## config.mk

```make
export PLATFORM = sky130hd
export DESIGN_NAME = afx_mac_step
export DESIGN_NICKNAME = d
export VERILOG_FILES = /design/src/rtl/afx_pkg.sv /design/src/rtl/afx_src_mux.sv /design/src/rtl/afx_operand_sel.sv /design/src/rtl/afx_mac_core.sv /design/src/rtl/afx_mac_step.sv
export SDC_FILE = /design/constraint.sdc
export NUM_CORES = 1
export LEC_CHECK = 0
export ABC_AREA = 1
export BUFFER_PORTS_ARGS = -buffer_cell sky130_fd_sc_hd__buf_2
export CORE_MARGIN = 5
export CORE_UTILIZATION = 38
export CTS_BUF_LIST = sky130_fd_sc_hd__clkbuf_8 sky130_fd_sc_hd__clkbuf_16
export CTS_CLUSTER_DIAMETER = 120
export DETAILED_ROUTE_END_ITERATION = 10
export HOLD_SLACK_MARGIN = 0.15
export SKIP_LAST_GASP = 1
export SLEW_MARGIN = 5
export SYNTH_ARGS = -nofsm -noshare
export SYNTH_HDL_FRONTEND = slang
export SYNTH_SLANG_ARGS = --single-unit
```

## constraint.sdc

```tcl
create_clock -name clk -period 14.1 [get_ports clk]
set_input_delay 0.705 -clock clk [delete_from_list [all_inputs] [get_ports clk]]
set_output_delay 0.705 -clock clk [all_outputs]
set_load 0.02 [all_outputs]
```

## src/rtl/afx_pkg.sv

```systemverilog
package afx_pkg;

    localparam int AFX_DW  = 24;                 // input / scratch data width
    localparam int AFX_AW  = 26;                 // accumulator width
    localparam int AFX_YW  = 13;                 // Y factor width
    localparam int AFX_SHR = 10;                 // product scaling shift
    localparam int AFX_PW  = AFX_DW + AFX_YW;    // full product width

    typedef enum logic [1:0] {
        YS_FRAC = 2'd0,
        YS_COEF = 2'd1,
        YS_HIGH = 2'd2,
        YS_MID  = 2'd3
    } ysrc_e;

    typedef struct packed {
        logic [AFX_AW-1:0] acc;
        logic [AFX_DW-1:0] yreg;
        logic [AFX_YW-1:0] frac;
    } mac_state_t;

    function automatic logic [AFX_AW-1:0] sext_data(input logic [AFX_DW-1:0] v);
        return {{(AFX_AW-AFX_DW){v[AFX_DW-1]}}, v};
    endfunction

endpackage

```

## src/rtl/afx_src_mux.sv

```systemverilog
module afx_src_mux #(
    parameter int MEMS_N = 32,
    parameter int MIXS_N = 16,
    parameter int EXTS_N = 2,
    parameter int MIXS_W = 20,
    parameter int EXTS_W = 16,
    parameter int IDX_W  = 6,
    parameter int DW     = 24,
    localparam int MEMS_AW = $clog2(MEMS_N),
    localparam int MIXS_AW = $clog2(MIXS_N),
    localparam int EXTS_AW = (EXTS_N > 1) ? $clog2(EXTS_N) : 1
) (
    input  logic [IDX_W-1:0]   src_idx,
    output logic [MEMS_AW-1:0] mems_idx,
    input  logic [DW-1:0]      mems_rdata,
    output logic [MIXS_AW-1:0] mixs_idx,
    input  logic [MIXS_W-1:0]  mixs_rdata,
    output logic [EXTS_AW-1:0] exts_idx,
    input  logic [EXTS_W-1:0]  exts_rdata,
    output logic [DW-1:0]      src_val
);
    localparam int MIX_BASE = MEMS_N;
    localparam int EXT_BASE = MEMS_N + MIXS_N;
    localparam int EXT_END  = EXT_BASE + EXTS_N;

    logic [IDX_W-1:0] rel_mix;
    logic [IDX_W-1:0] rel_ext;
    logic [DW-1:0]    mix_aligned;
    logic [DW-1:0]    ext_aligned;

    assign rel_mix  = src_idx - IDX_W'(MIX_BASE);
    assign rel_ext  = src_idx - IDX_W'(EXT_BASE);
    assign mems_idx = src_idx[MEMS_AW-1:0];
    assign mixs_idx = rel_mix[MIXS_AW-1:0];
    assign exts_idx = rel_ext[EXTS_AW-1:0];

    // narrow banks are left-aligned into the data width
    generate
        if (MIXS_W < DW) begin : g_mix_pad
            assign mix_aligned = {mixs_rdata, {(DW-MIXS_W){1'b0}}};
        end else begin : g_mix_full
            assign mix_aligned = mixs_rdata[MIXS_W-1 -: DW];
        end
        if (EXTS_W < DW) begin : g_ext_pad
            assign ext_aligned = {exts_rdata, {(DW-EXTS_W){1'b0}}};
        end else begin : g_ext_full
            assign ext_aligned = exts_rdata[EXTS_W-1 -: DW];
        end
    endgenerate

    always_comb begin
        if (src_idx < IDX_W'(MIX_BASE))
            src_val = mems_rdata;
        else if (src_idx < IDX_W'(EXT_BASE))
            src_val = mix_aligned;
        else if (src_idx < IDX_W'(EXT_END))
            src_val = ext_aligned;
        else
            src_val = '0;
    end

endmodule

```

## src/rtl/afx_operand_sel.sv

```systemverilog
module afx_operand_sel
    import afx_pkg::*;
#(
    parameter int TEMP_N = 128,
    parameter int COEF_W = 16,
    localparam int TAW = $clog2(TEMP_N)
) (
    input  logic [TAW-1:0]    tra,
    input  logic [TAW-1:0]    ring_ct,
    output logic [TAW-1:0]    temp_raddr,
    input  logic [AFX_DW-1:0] temp_rdata,
    input  logic [AFX_DW-1:0] src_val,
    input  logic [AFX_AW-1:0] acc_cur,
    input  logic [AFX_DW-1:0] yreg_cur,
    input  logic [AFX_YW-1:0] frac_cur,
    input  logic [COEF_W-1:0] coef_rdata,
    input  logic              xsel,
    input  logic              bsel,
    input  logic              negb,
    input  logic              zero,
    input  logic [1:0]        ysel,
    output logic [AFX_AW-1:0] b_op,
    output logic [AFX_DW-1:0] x_op,
    output logic [AFX_YW-1:0] y_op
);
    localparam int YHI_LO  = AFX_DW - AFX_YW;     // bit 11
    localparam int YMID_LO = 4;
    localparam int YMID_W  = AFX_YW - 1;          // 12 bits
    localparam int COEF_LO = COEF_W - AFX_YW;     // bit 3

    logic [AFX_AW-1:0] temp_wide;
    logic [AFX_AW-1:0] b_raw;
    logic [YMID_W-1:0] y_mid;
    ysrc_e             ysrc;
    logic              unused_bits;

    assign temp_raddr = tra + ring_ct;            // wraps modulo the depth
    assign temp_wide  = sext_data(temp_rdata);
    assign y_mid      = yreg_cur[YMID_LO +: YMID_W];
    assign ysrc       = ysrc_e'(ysel);
    assign unused_bits = ^{coef_rdata[COEF_LO-1:0], yreg_cur[YMID_LO-1:0]};

    always_comb begin
        b_raw = bsel ? acc_cur : temp_wide;
        if (zero)
            b_op = '0;
        else if (negb)
            b_op = '0 - b_raw;
        else
            b_op = b_raw;
    end

    assign x_op = xsel ? src_val : temp_rdata;

    always_comb begin
        unique case (ysrc)
            YS_FRAC: y_op = frac_cur;
            YS_COEF: y_op = coef_rdata[COEF_W-1:COEF_LO];
            YS_HIGH: y_op = yreg_cur[AFX_DW-1:YHI_LO];
            YS_MID:  y_op = {y_mid[YMID_W-1], y_mid};
            default: y_op = '0;
        endcase
    end

endmodule

```

## src/rtl/afx_mac_core.sv

```systemverilog
module afx_mac_core
    import afx_pkg::*;
(
    input  logic [AFX_DW-1:0] x_op,
    input  logic [AFX_YW-1:0] y_op,
    input  logic [AFX_AW-1:0] b_op,
    input  logic              zero,
    output logic [AFX_AW-1:0] acc_next
);
    logic signed [AFX_PW-1:0] prod;
    logic signed [AFX_PW-1:0] scaled;
    logic        [AFX_AW-1:0] prod_w;
    logic                     unused_hi;

    // full-width signed product: no overflow ahead of the shift
    assign prod      = AFX_PW'($signed(x_op)) * AFX_PW'($signed(y_op));
    assign scaled    = prod >>> AFX_SHR;
    assign prod_w    = scaled[AFX_AW-1:0];
    assign unused_hi = ^scaled[AFX_PW-1:AFX_AW];

    always_comb begin
        if (zero)
            acc_next = prod_w;
        else
            acc_next = prod_w + b_op;             // wraps to accumulator width
    end

endmodule

```

## src/rtl/afx_mac_step.sv

```systemverilog
module afx_mac_step
    import afx_pkg::*;
#(
    parameter int MEMS_N = 32,
    parameter int MIXS_N = 16,
    parameter int EXTS_N = 2,
    parameter int MIXS_W = 20,
    parameter int EXTS_W = 16,
    parameter int TEMP_N = 128,
    parameter int STEPS  = 128,
    parameter int COEF_W = 16,
    localparam int IDX_W   = $clog2(MEMS_N + MIXS_N + EXTS_N + 1),
    localparam int MEMS_AW = $clog2(MEMS_N),
    localparam int MIXS_AW = $clog2(MIXS_N),
    localparam int EXTS_AW = (EXTS_N > 1) ? $clog2(EXTS_N) : 1,
    localparam int TAW     = $clog2(TEMP_N),
    localparam int SAW     = $clog2(STEPS)
) (
    input  logic               clk,
    input  logic               rst_n,
    input  logic               step_en,
    input  logic               frame_start,
    input  logic [SAW-1:0]     step_idx,
    input  logic [IDX_W-1:0]   src_idx,
    input  logic               xsel,
    input  logic               yrl,
    input  logic [1:0]         ysel,
    input  logic               zero,
    input  logic               bsel,
    input  logic               negb,
    input  logic [TAW-1:0]     tra,
    input  logic [TAW-1:0]     ring_ct,
    input  logic               frac_wr,
    input  logic [AFX_YW-1:0]  frac_wdata,
    output logic [MEMS_AW-1:0] mems_idx,
    input  logic [AFX_DW-1:0]  mems_rdata,
    output logic [MIXS_AW-1:0] mixs_idx,
    input  logic [MIXS_W-1:0]  mixs_rdata,
    output logic [EXTS_AW-1:0] exts_idx,
    input  logic [EXTS_W-1:0]  exts_rdata,
    output logic [TAW-1:0]     temp_raddr,
    input  logic [AFX_DW-1:0]  temp_rdata,
    output logic [SAW-1:0]     coef_addr,
    input  logic [COEF_W-1:0]  coef_rdata,
    output logic [AFX_AW-1:0]  acc_o,
    output logic [AFX_DW-1:0]  yreg_o
);
    mac_state_t        st_q, st_d;
    logic [AFX_DW-1:0] src_val;
    logic [AFX_AW-1:0] acc_cur;
    logic [AFX_DW-1:0] yreg_cur;
    logic [AFX_YW-1:0] frac_cur;
    logic [AFX_AW-1:0] b_op;
    logic [AFX_DW-1:0] x_op;
    logic [AFX_YW-1:0] y_op;
    logic [AFX_AW-1:0] acc_next;

    assign coef_addr = step_idx;

    // a frame start makes this step see cleared running state
    assign acc_cur  = frame_start ? '0 : st_q.acc;
    assign yreg_cur = frame_start ? '0 : st_q.yreg;
    assign frac_cur = frame_start ? '0 : st_q.frac;

    afx_src_mux #(
        .MEMS_N (MEMS_N),
        .MIXS_N (MIXS_N),
        .EXTS_N (EXTS_N),
        .MIXS_W (MIXS_W),
        .EXTS_W (EXTS_W),
        .IDX_W  (IDX_W),
        .DW     (AFX_DW)
    ) u_src (
        .src_idx    (src_idx),
        .mems_idx   (mems_idx),
        .mems_rdata (mems_rdata),
        .mixs_idx   (mixs_idx),
        .mixs_rdata (mixs_rdata),
        .exts_idx   (exts_idx),
        .exts_rdata (exts_rdata),
        .src_val    (src_val)
    );

    afx_operand_sel #(
        .TEMP_N (TEMP_N),
        .COEF_W (COEF_W)
    ) u_opsel (
        .tra        (tra),
        .ring_ct    (ring_ct),
        .temp_raddr (temp_raddr),
        .temp_rdata (temp_rdata),
        .src_val    (src_val),
        .acc_cur    (acc_cur),
        .yreg_cur   (yreg_cur),
        .frac_cur   (frac_cur),
        .coef_rdata (coef_rdata),
        .xsel       (xsel),
        .bsel       (bsel),
        .negb       (negb),
        .zero       (zero),
        .ysel       (ysel),
        .b_op       (b_op),
        .x_op       (x_op),
        .y_op       (y_op)
    );

    afx_mac_core u_mac (
        .x_op     (x_op),
        .y_op     (y_op),
        .b_op     (b_op),
        .zero     (zero),
        .acc_next (acc_next)
    );

    always_comb begin
        st_d = st_q;
        if (frame_start) begin
            st_d.acc  = '0;
            st_d.yreg = '0;
            st_d.frac = '0;
        end
        if (step_en) begin
            st_d.acc  = acc_next;
            st_d.yreg = yrl ? src_val : yreg_cur;
        end
        if (frac_wr)
            st_d.frac = frac_wdata;
    end

    always_ff @(posedge clk or negedge rst_n) begin
        if (!rst_n)
            st_q <= '0;
        else
            st_q <= st_d;
    end

    assign acc_o  = st_q.acc;
    assign yreg_o = st_q.yreg;

endmodule

```

==> results of run 1 <==
==> kinds of logic after synthesis <==
logic type	synth area share, %
AO/OA/AOI/OAI	11.45
flip-flops	9.325
adder cells (fa/ha/maj)	41.52
multiplexers	0.06660
XOR/XNOR	2.279
AND/OR/NAND/NOR	20.53
buffers and inverters	14.83
==> placed cells by master, fill, tap and decap left out, types with 24 or more instances in the layout <==
master   netlist  final
a21oi_1      108    108
buf_2          3    204
buf_4         69     39
dfrtp_1       63     63
fa_1         280    280
ha_1         113    113
inv_1        448    448
nand2_1      446    446
nand3_1       93     93
nor2_1       238    238
nor3_1        24     24
o21ai_0      100    100
o21ai_1       25     25
o22ai_1       38     38
xor2_1        26     26
==> cell type report <==
| cell class | instances | area share (%) |
|---|---|---|
| well taps | 592 | 4.001 |
| repair buffers | 243 | 7.096 |
| multi-input cells | 1622 | 69.29 |
| clock buffers | 10 | 1.291 |
| clock inverters | 6 | 0.5001 |
| flip-flops and latches | 63 | 8.515 |
| inverters | 459 | 9.306 |
==> power by group <==
part / internal (mW) / switching, mW
logic: 1.52 / 2.61
clock network: 0.161 / 0.102
registers: 0.233 / 0.0326
==> metrics by stage <==
stage	hold WS [ps]	std cells
after floorplan	409.4	2279
after global placement	485.9	2979
after detailed placement	490.4	2979
after CTS	504.5	2995
after global routing	536.4	2995
final	505.2	2995
==> flip-flops by register name (all words and copies together), names as in the netlist <==
register  count
st_q         13
yreg_o       24
acc_o        26
==> worst max-delay path: cells and delay by family <==
kind	cells	cell delay, ps
AOI/OAI and AO/OA	13	3100
xor gates and xnor gates	1	200
adders and majority gates	8	3560
buffers and inverters	11	2120
and+or+nand+nor	11	880
==> final timing paths <==
path | end | start | depth (start not counted) | slack (ps)
max in group asynchronous | st_q[0] | rst_n | 2 | 12910
min | st_q[3] | st_q[3] | 2 | 510
min reg2reg | st_q[3] | st_q[3] | 2 | 510
max | acc_o[21] | frame_start | 44 | 3730
min in group asynchronous | acc_o[16] | rst_n | 2 | 520
max reg2reg | acc_o[21] | yreg_o[13] | 43 | 4500
==> per-layer routing <==
layer	share of wire [%]	vias to the layer above	global-route usage (%)
met1	42	7684	30.04
met3	6.0	91	2.399
met5	0	-	0
met4	3.4	0	6.923
li1	-	7203	-
met2	49	606	38.58
==> summary.txt, run 1 <==
Die
  – Standard-cell rows: 77
  – Initial Util: 38.31%
  – Die area: 48810 sq um
  – Core region area: 44120 sq um
  – Chip height: 220.9 microns
  – DIE WIDTH: 220.9 microns
  – Top Ports: 226

Synth
  – Synthesized area: 16910 sq um
  – Area contributors post-synth: fa_1, inv_1, nand2_1, dfrtp_1, ha_1
  – Mapped Cells: 2279
  – Area leader, netlist: fa_1
  – #FFs+latches synth: 63
  – Most common flop cell mapped by yosys: dfrtp_1
  – Yosys top cell area share: 33.16%
  – Mean Syn Cell Area: 7.418 sq um
  – Distinct cells, synth: 51
  – Post-synth EDFFs: 0
  – YS warnings: 0
  – Leading cell type by number of instances after synthesis: inv_1
  – Most common library cells after synthesis: inv_1, nand2_1, fa_1
  – Mapped Nets: 2824
  – Sequential area share after synthesis: 9.325%
  – Post-synth ARST share: 100.0%

Timing
  – Final setup fails: 0
  – Final Hold Fails: 0
  – Clk_skew: 17.76 ps
  – Setup TNS: 0 ps
  – Slew @ Worst Pin: 1103 ps
  – Fin crit share: 73.57%
  – Slew headroom: 26.14%
  – RSZ-0062 raised after global routing: false
  – Pins Over Slew Limit: 0
  – Final setup margin: 3726 ps
  – Max Freq: 0.09640 GHz
  – Final min period: 10370 ps

Detailed routing
  – DRT Pass-1 Iters: 5
  – Vias/cell: 5.203
  – Detailed Route WL: 55630 microns
  – Wire per inst: 18.57 microns
  – Final antenna-violating net count: 0
  – Drt drc: 0
  – 1st-iter DRT viols: 1287
  – Vias post-DR: 15.58k

Placement
  – Worst slack at placement: 3585 ps
  – Hpwl dp: 46360 microns
  – Input/output buffers: 204
  – Post-Place Cell Area: 18180 sq um
  – RD Place Congestion: 0.9241

Critical path
  – Crit path DAT: 10640 ps
  – Worst EP required: 14360 ps
  – Critical Path Most Common Cell: nand2_1
  – Startpoint types: input pin
  – Setup crit end kind: register
  – Largest stage delay on the critical path: 800 ps
  – Crit path max fanout: 30
  – Crit Path Class: input pin to register
  – Crit-path slowest cell: a31oi_1

Global route
  – GR Overflow Total: 0
  – Total GRT Usage: 22.47%
  – Vias in the first global route: 15.82k
  – Largest net degree at the start of global routing: 64
  – Number of antenna violations at the first check in global routing: 0
  – First-pass GRT wire length: 88320 microns

Clock tree
  – Clock buffer depth: 2
  – Htree depth: 3
  – Post-CTS Setup Inserts: 0
  – CTS Sinks: 63
  – Post-CTS Hold Buffers: 0
  – Cts bufs inserted: 9
  – CTS resizes: 0
  – Root buffer cell: clkbuf_16
  – Worst-Skew Late Latency: 350 ps
  – CTS tree: yes
  – Worst-path clk slew: 70 ps

Power and ir drop
  – Cell area power density: 251.4 nW/um^2
  – Peak VDD IR: 0.1666 mV
  – Pwr Total: 4.655 mW
  – Leak Pwr: 9.768 nW

Job
  – Max Cap Viol: 0

Final layout
  – Layout filler cell count: 4606
  – Area of the multi-input gates: 12830 sq um
  – Reg area: 1577 sq um
  – Design area: 18510 sq um
  – Ant diodes: 0
  – Layout cells sized above 1: 12.69%
  – Nets: 2943
  – Fin util: 41.96%
  – Layout area overhead: 9.510%

Worst hold path
  – Hold crit path type: register to register

Outcome
  – Status: complete, no violations
Power figures use the tool's default switching activity.
==> inputs of run 2 (changes only) <==
==> constraint.sdc (replaced) <==
create_clock -name clk -period 10.1 [get_ports clk]
set_input_delay 0.505 -clock clk [delete_from_list [all_inputs] [get_ports clk]]
set_output_delay 0.505 -clock clk [all_outputs]
set_load 0.02 [all_outputs]
==> run 2 against run 1 <==
Sequential power grew 39%. Via count fell by 0.58%. Flip-flop and latch count is the same. First-iteration DRC count shrank 15%. Cell area grew 0.60%. Hold slack got worse by 160 ps. Global-route usage rose by 0.59 points. Critical path depth grew 1. Core utilization grew 0.25 points. Clock power is 35% higher. Critical path type unchanged. Largest cell class unchanged.
==> summary.txt, run 2 (synthesized netlist as in run 1, its figures left out) <==
Outcome
  – Status: complete, no violations

Critical path
  – Crit path max fanout: 27 (-10%)
  – Largest stage delay on the critical path: 540 ps (-260 ps)
  – CP top delay family: adder cells
  – Crit path DAT: 9340 ps (-1300 ps)
  – Crit Path Class: input pin to register
  – Buffers and inverters on the worst path: 10 (-1)
  – Startpoint types: input pin
  – Critical Path Most Common Cell: inv_1
  – Crit-path slowest cell: fa_1
  – Setup crit end kind: register
  – Worst EP required: 10310 ps (-4050 ps)

Timing
  – Slew headroom: 37.83% (+12 points)
  – Pins Over Slew Limit: 0 (unchanged)
  – Fin crit share: 90.31%
  – Final Hold Fails: 0 (unchanged)
  – Clk_skew: 12.11 ps (-5.642 ps)
  – Hold slack final: 340.2 ps (-165.0 ps)
  – Slew @ Worst Pin: 932.6 ps (-170.1 ps)
  – Final min period: 9121 ps
  – Setup TNS: 0 ps (unchanged)
  – Final setup margin: 978.7 ps (-2748 ps)
  – RSZ-0062 raised after global routing: false
  – Max Freq: 0.1096 GHz
  – Final setup fails: 0 (unchanged)

Job
  – Max Cap Viol: 0 (unchanged)

Clock tree
  – CTS Sinks: 63 (unchanged)
  – Worst-path clk slew: 70 ps (about the same)
  – Htree depth: 3 (unchanged)
  – Clock buffer depth: 2 (unchanged)
  – Root buffer cell: clkbuf_16
  – CTS resizes: 0 (unchanged)
  – Worst-Skew Late Latency: 360 ps (about the same)
  – Post-CTS Hold Buffers: 0 (unchanged)
  – Cts bufs inserted: 9 (unchanged)
  – Post-CTS Setup Inserts: 0 (unchanged)
  – CTS tree: yes

Global route
  – Number of antenna violations at the first check in global routing: 0 (unchanged)
  – Largest net degree at the start of global routing: 64 (unchanged)
  – GR Overflow Total: 0 (unchanged)
  – Vias in the first global route: 15.78k (-0.25%)
  – First-pass GRT wire length: 89230 microns (+1.0%)
  – Total GRT Usage: 23.05% (+0.59 points)

Die
  – Standard-cell rows: 77 (unchanged)
  – DIE WIDTH: 220.9 microns (unchanged)
  – Core region area: 44120 sq um (unchanged)
  – Chip height: 220.9 microns (unchanged)
  – Die area: 48810 sq um (unchanged)
  – Top Ports: 226 (unchanged)
  – Initial Util: 38.31% (unchanged)

Final layout
  – Commonest non-fill, non-tap cell in the layout: inv_1
  – Non-Filler Instances: 3011 (+0.53%)
  – Nets: 2959 (+0.54%)
  – Layout filler cell count: 4652 (+1.0%)
  – Most frequent cells in the layout: inv_1, nand2_1, fa_1
  – Max reg flops: 26 (unchanged)
  – Layout area overhead: 10.17%
  – Layout cells sized above 1: 13.27% (+0.58 points)
  – Design area: 18630 sq um (+0.60%)
  – Ant diodes: 0 (unchanged)

Detailed routing
  – Vias/cell: 5.145 (-1.1%)
  – Drt drc: 0 (unchanged)
  – 1st-iter DRT viols: 1099 (-15%)
  – Final antenna-violating net count: 0 (unchanged)
  – Detailed Route WL: 56840 microns (+2.2%)
  – Vias post-DR: 15.49k (-0.58%)
  – DRT Pass-1 Iters: 6 (+1)
  – Wire per inst: 18.88 microns (+1.6%)

Placement
  – Worst slack at placement: 712.2 ps (-2873 ps)
  – Dpl cells: 2995 (+0.54%)
  – Hpwl dp: 48250 microns (+4.1%)
  – Input/output buffers: 204 (unchanged)
  – Post-Place Cell Area: 18300 sq um (+0.66%)
  – RD Place Congestion: 0.9507 (+2.9%)

Power and ir drop
  – Peak VDD IR: 0.2567 mV (+54%)
  – Leak Pwr: 9.839 nW (+0.74%)
  – Cell area power density: 346.1 nW/um^2 (+38%)

Worst hold path
  – Hold crit path type: input pin to asynchronous set/reset pin
==> run 2: changes by cell type in the layout (fill, tap and decap cells not counted), sizes merged <==
| cell | change |
|---|---|
| clkbuf | -1 |
| clkinv | +2 |
| buf | +16 |
| inv | -1 |
==> run 2: routing by layer <==
layer	share of wire (%)	up-vias	GRT usage [%]
met1	40	7514	29.70
met4	4.3	0	8.964
met5	0	-	0
li1	-	7229	-
met2	48	643	38.40
met3	7.7	107	4.559
==> run 2: path summary, 6_finish.rpt <==
kind                       slack, ps  depth (start not counted)     startpoint        end
max reg2reg                     1320                         42     yreg_o[13]  acc_o[25]
min                              340                          2          rst_n  acc_o[18]
min in group clk                 370                          3  frac_wdata[6]    st_q[6]
min reg2reg                      510                          2        st_q[4]    st_q[4]
max in group asynchronous       9100                          2          rst_n    st_q[5]
max                              980                         45     src_idx[5]  acc_o[25]
==> run 2: worst register-to-register path, delay by kind of cell (launching register included) <==
family                     cells  cell delay, ps
and+or+nand+nor               11            1590
adders and majority gates      8            3480
AOI/OAI and AO/OA             13            2230
DFF                            1             360
xor gates and xnor gates       1             120
buffers and inverters          9             870
==> run 2: stage by stage <==
| step | power [mW] | util (%) |
|---|---|---|
| after floorplan | 4.706 | - |
| after global placement | 6.001 | 41.48 |
| after detailed placement | 6.055 | 41.48 |
| after CTS | 6.462 | 42.21 |
| after global routing | 7.232 | 42.21 |
| final | 6.446 | 42.21 |
==> run 2: where the power goes <==
group          leakage (nW)  internal, mW  switching, mW  total [mW]
Clock                 0.152         0.217          0.139       0.356
Combinational          8.88          2.12           3.60        5.72
Sequential            0.806         0.326         0.0448       0.371
==> run 2: cell type report <==
| type | count | area (sq um) | share of cell area (%) |
|---|---|---|---|
| Multi-Input combinational cell | 1622 | 12830 | 68.88 |
| Clock buffer | 9 | 225.2 | 1.209 |
| Sequential cell | 63 | 1577 | 8.464 |
| Tap cell | 592 | 740.7 | 3.977 |
| Clock inverter | 7 | 97.59 | 0.5240 |
| Inverter | 459 | 1723 | 9.250 |
| Timing Repair Buffer | 259 | 1434 | 7.699 |
==> inputs of run 3 (changes only) <==
--- a/config.mk
+++ b/config.mk
@@ -5,7 +5,6 @@
 export SDC_FILE = /design/constraint.sdc
 export NUM_CORES = 1
 export LEC_CHECK = 0
-export ABC_AREA = 1
 export BUFFER_PORTS_ARGS = -buffer_cell sky130_fd_sc_hd__buf_2
 export CORE_MARGIN = 5
 export CORE_UTILIZATION = 38
==> run 3 against run 2 <==
Die area increased by 1.4%. Via count fell by 5.4%. Cell area increased by 1.5%. Non-clock buffer count increased by 16. Clock-buffer cell count stayed put. Critical path depth fell by 7. Critical endpoint unchanged. Largest power group unchanged.
==> summary.txt, run 3 <==
Timing
  – Setup TNS: 0 ps (unchanged)
  – Fin crit share: 94.80% (+4.5 points)
  – Pins Over Slew Limit: 0 (unchanged)
  – RSZ-0062 raised after global routing: false
  – Final Hold Fails: 0 (unchanged)
  – Slew headroom: 27.94% (-9.9 points)
  – Max Freq: 0.1044 GHz (-4.7%)
  – Slew @ Worst Pin: 1078 ps (+145.7 ps)
  – Final setup fails: 0 (unchanged)
  – Clk_skew: 9.880 ps (-2.234 ps)
  – Final min period: 9575 ps (+453.5 ps)

Placement
  – Input/output buffers: 204 (unchanged)
  – Hpwl dp: 45570 microns (-5.6%)
  – RD Place Congestion: 0.9487 (-0.21%)

Final layout
  – Layout area overhead: 10.26% (about the same)
  – Layout cells sized above 1: 16.06% (+2.8 points)
  – Ant diodes: 0 (unchanged)
  – Commonest non-fill, non-tap cell in the layout: fa_1
  – Most frequent cells in the layout: fa_1, inv_1, nand2_1
  – Max reg flops: 26 (unchanged)
  – Nets: 2732 (-7.7%)

Synth
  – Area leader, netlist: fa_1
  – #FFs+latches synth: 63 (unchanged)
  – Synthesized area: 17150 sq um (+1.5%)
  – Leading cell type by number of instances after synthesis: fa_1
  – Mapped Cells: 2054 (-9.9%)
  – Area contributors post-synth: fa_1, dfrtp_1, ha_1, inv_1, nand2_1
  – Post-synth EDFFs: 0 (unchanged)
  – Sequential area share after synthesis: 9.192% (-0.13 points)
  – Mapped Nets: 2599 (-8.0%)
  – Most common library cells after synthesis: fa_1, inv_1, nand2_1
  – YS warnings: 0 (unchanged)
  – Most common flop cell mapped by yosys: dfrtp_1
  – Yosys top cell area share: 32.68% (-0.47 points)
  – Mean Syn Cell Area: 8.350 sq um (+13%)
  – Distinct cells, synth: 79 (+55%)
  – Post-synth ARST share: 100.0% (unchanged)

Outcome
  – Status: complete, no violations

Die
  – Initial Util: 38.62% (+0.30 points)
  – Standard-cell rows: 77 (unchanged)
  – Core region area: 44410 sq um (+0.65%)
  – Chip height: 222.5 microns (+0.69%)
  – Top Ports: 226 (unchanged)
  – Die area: 49480 sq um (+1.4%)
  – DIE WIDTH: 222.5 microns (+0.69%)

Clock tree
  – Cts bufs inserted: 9 (unchanged)
  – Worst-path clk slew: 60 ps (about the same)
  – Worst-Skew Late Latency: 360 ps (about the same)
  – Post-CTS Hold Buffers: 0 (unchanged)
  – Htree depth: 3 (unchanged)
  – Root buffer cell: clkbuf_16
  – CTS tree: yes
  – Clock buffer depth: 2 (unchanged)
  – CTS Sinks: 63 (unchanged)

Critical path
  – Worst reg-to-reg path cell count: 35 (-17%)
  – Setup crit end kind: register
  – Startpoint types: input pin
  – Crit Path Class: input pin to register
  – Largest stage delay on the critical path: 560 ps (+20 ps)
  – Worst EP required: 10350 ps (+40 ps)
  – CP top delay family: adder cells
  – Buffers and inverters on the worst path: 8 (-2)
  – Critical Path Most Common Cell: fa_1
  – Stages on worst setup path: 38 (-16%)
  – Crit path DAT: 9820 ps (+480 ps)
  – R2R setup slack: 740 ps (-580 ps)
  – Crit path max fanout: 16 (-41%)
  – Crit-path slowest cell: mux2i_1

Worst hold path
  – Hold crit path type: input pin to asynchronous set/reset pin

Detailed routing
  – Drt drc: 0 (unchanged)
  – Vias/cell: 5.264 (+2.3%)
  – Vias post-DR: 14.66k (-5.4%)
  – Final antenna-violating net count: 0 (unchanged)
  – 1st-iter DRT viols: 1142 (+3.9%)
  – Detailed Route WL: 53990 microns (-5.0%)
  – DRT Pass-1 Iters: 5 (-1)
  – Wire per inst: 19.39 microns (+2.7%)

Power and ir drop
  – Cell area power density: 325.7 nW/um^2 (-5.9%)
  – Pwr Total: 6.160 mW (-4.4%)
  – Peak VDD IR: 0.2864 mV (+12%)
  – Leak Pwr: 9.466 nW (-3.8%)

Global route
  – GR Overflow Total: 0 (unchanged)
  – Total GRT Usage: 21.73% (-1.3 points)
  – Number of antenna violations at the first check in global routing: 0 (unchanged)
  – Largest net degree at the start of global routing: 74 (+16%)
  – Vias in the first global route: 15.21k (-3.6%)
  – First-pass GRT wire length: 85450 microns (-4.2%)

Job
  – Max Cap Viol: 0 (unchanged)
## run 3: cell families (layout without fill, tap and decap cells)
logic type	count (synthesis)	after routing	synth area share, %
buffers and inverters	427	565	10.95
muxes	68	68	4.173
xor gates and xnor gates	84	84	4.289
DFF	63	63	9.192
and+or+nand+nor	691	691	18.33
adders and majority gates	393	393	40.93
AOI/OAI and AO/OA	328	328	12.15
## run 3: worst paths after layout
check,startpoint,to
max,src_idx[4],acc_o[25]
min,rst_n,yreg_o[3]
max reg2reg,yreg_o[12],acc_o[25]
min reg2reg,st_q[1],st_q[1]
max in group asynchronous,rst_n,acc_o[23]
min in group clk,frac_wdata[9],st_q[9]
## run 3: area by class of cell
type                       count  area (sq um)
fill                        4541         25500
multi-input combinational   1564         13740
sequential                    63          1577
timing repair buffer         275          1554
inverter                     274          1028
tap                          592         740.7
clock buffer                   9         225.2
clock inverter                 7         50.05
## run 3: per-layer routing
metal | vias up | global-route usage, % | part of all wire (%)
met1 | 7277 | 28.16 | 41
li1 | 6750 | - | -
met2 | 535 | 36.72 | 48
met5 | - | 0 | 0
met4 | 0 | 6.779 | 3.8
met3 | 93 | 4.434 | 7.6
## run 3: report_power, final
part           internal [mW]  total (mW)  switching [mW]  leakage, nW
clock                  0.166       0.304           0.138        0.127
combinational           2.37        5.49            3.11         8.54
sequential             0.325       0.371          0.0463        0.800
total                   2.86        6.16            3.30         9.47
## run 3: per-stage QoR
| stage | cells | worst slack (ps) | util, % | cell area (sq um) | hold slack, ps |
|---|---|---|---|---|---|
| 4_1_cts | 2784 | 514.2 | 42.52 | 18890 | 347.3 |
| 5_1_grt | 2784 | 4.500 | 42.58 | 18910 | 365.6 |
| 2_1_floorplan | 2054 | 980.2 | - | 17150 | 209.4 |
| 3_3_place_gp | 2768 | 316.9 | 41.90 | 18610 | 494.7 |
| 6_report | 2784 | 525.1 | 42.58 | 18910 | 359.0 |
| 3_5_place_dp | 2768 | 215.9 | 41.90 | 18610 | 481.0 |
## run 3: what timing repair did
action / 4_1_cts / 5_1_grt
setup buffers: 0 / 0
resized for setup: 0 / 7
endpoints found under the setup margin: 0 / 2
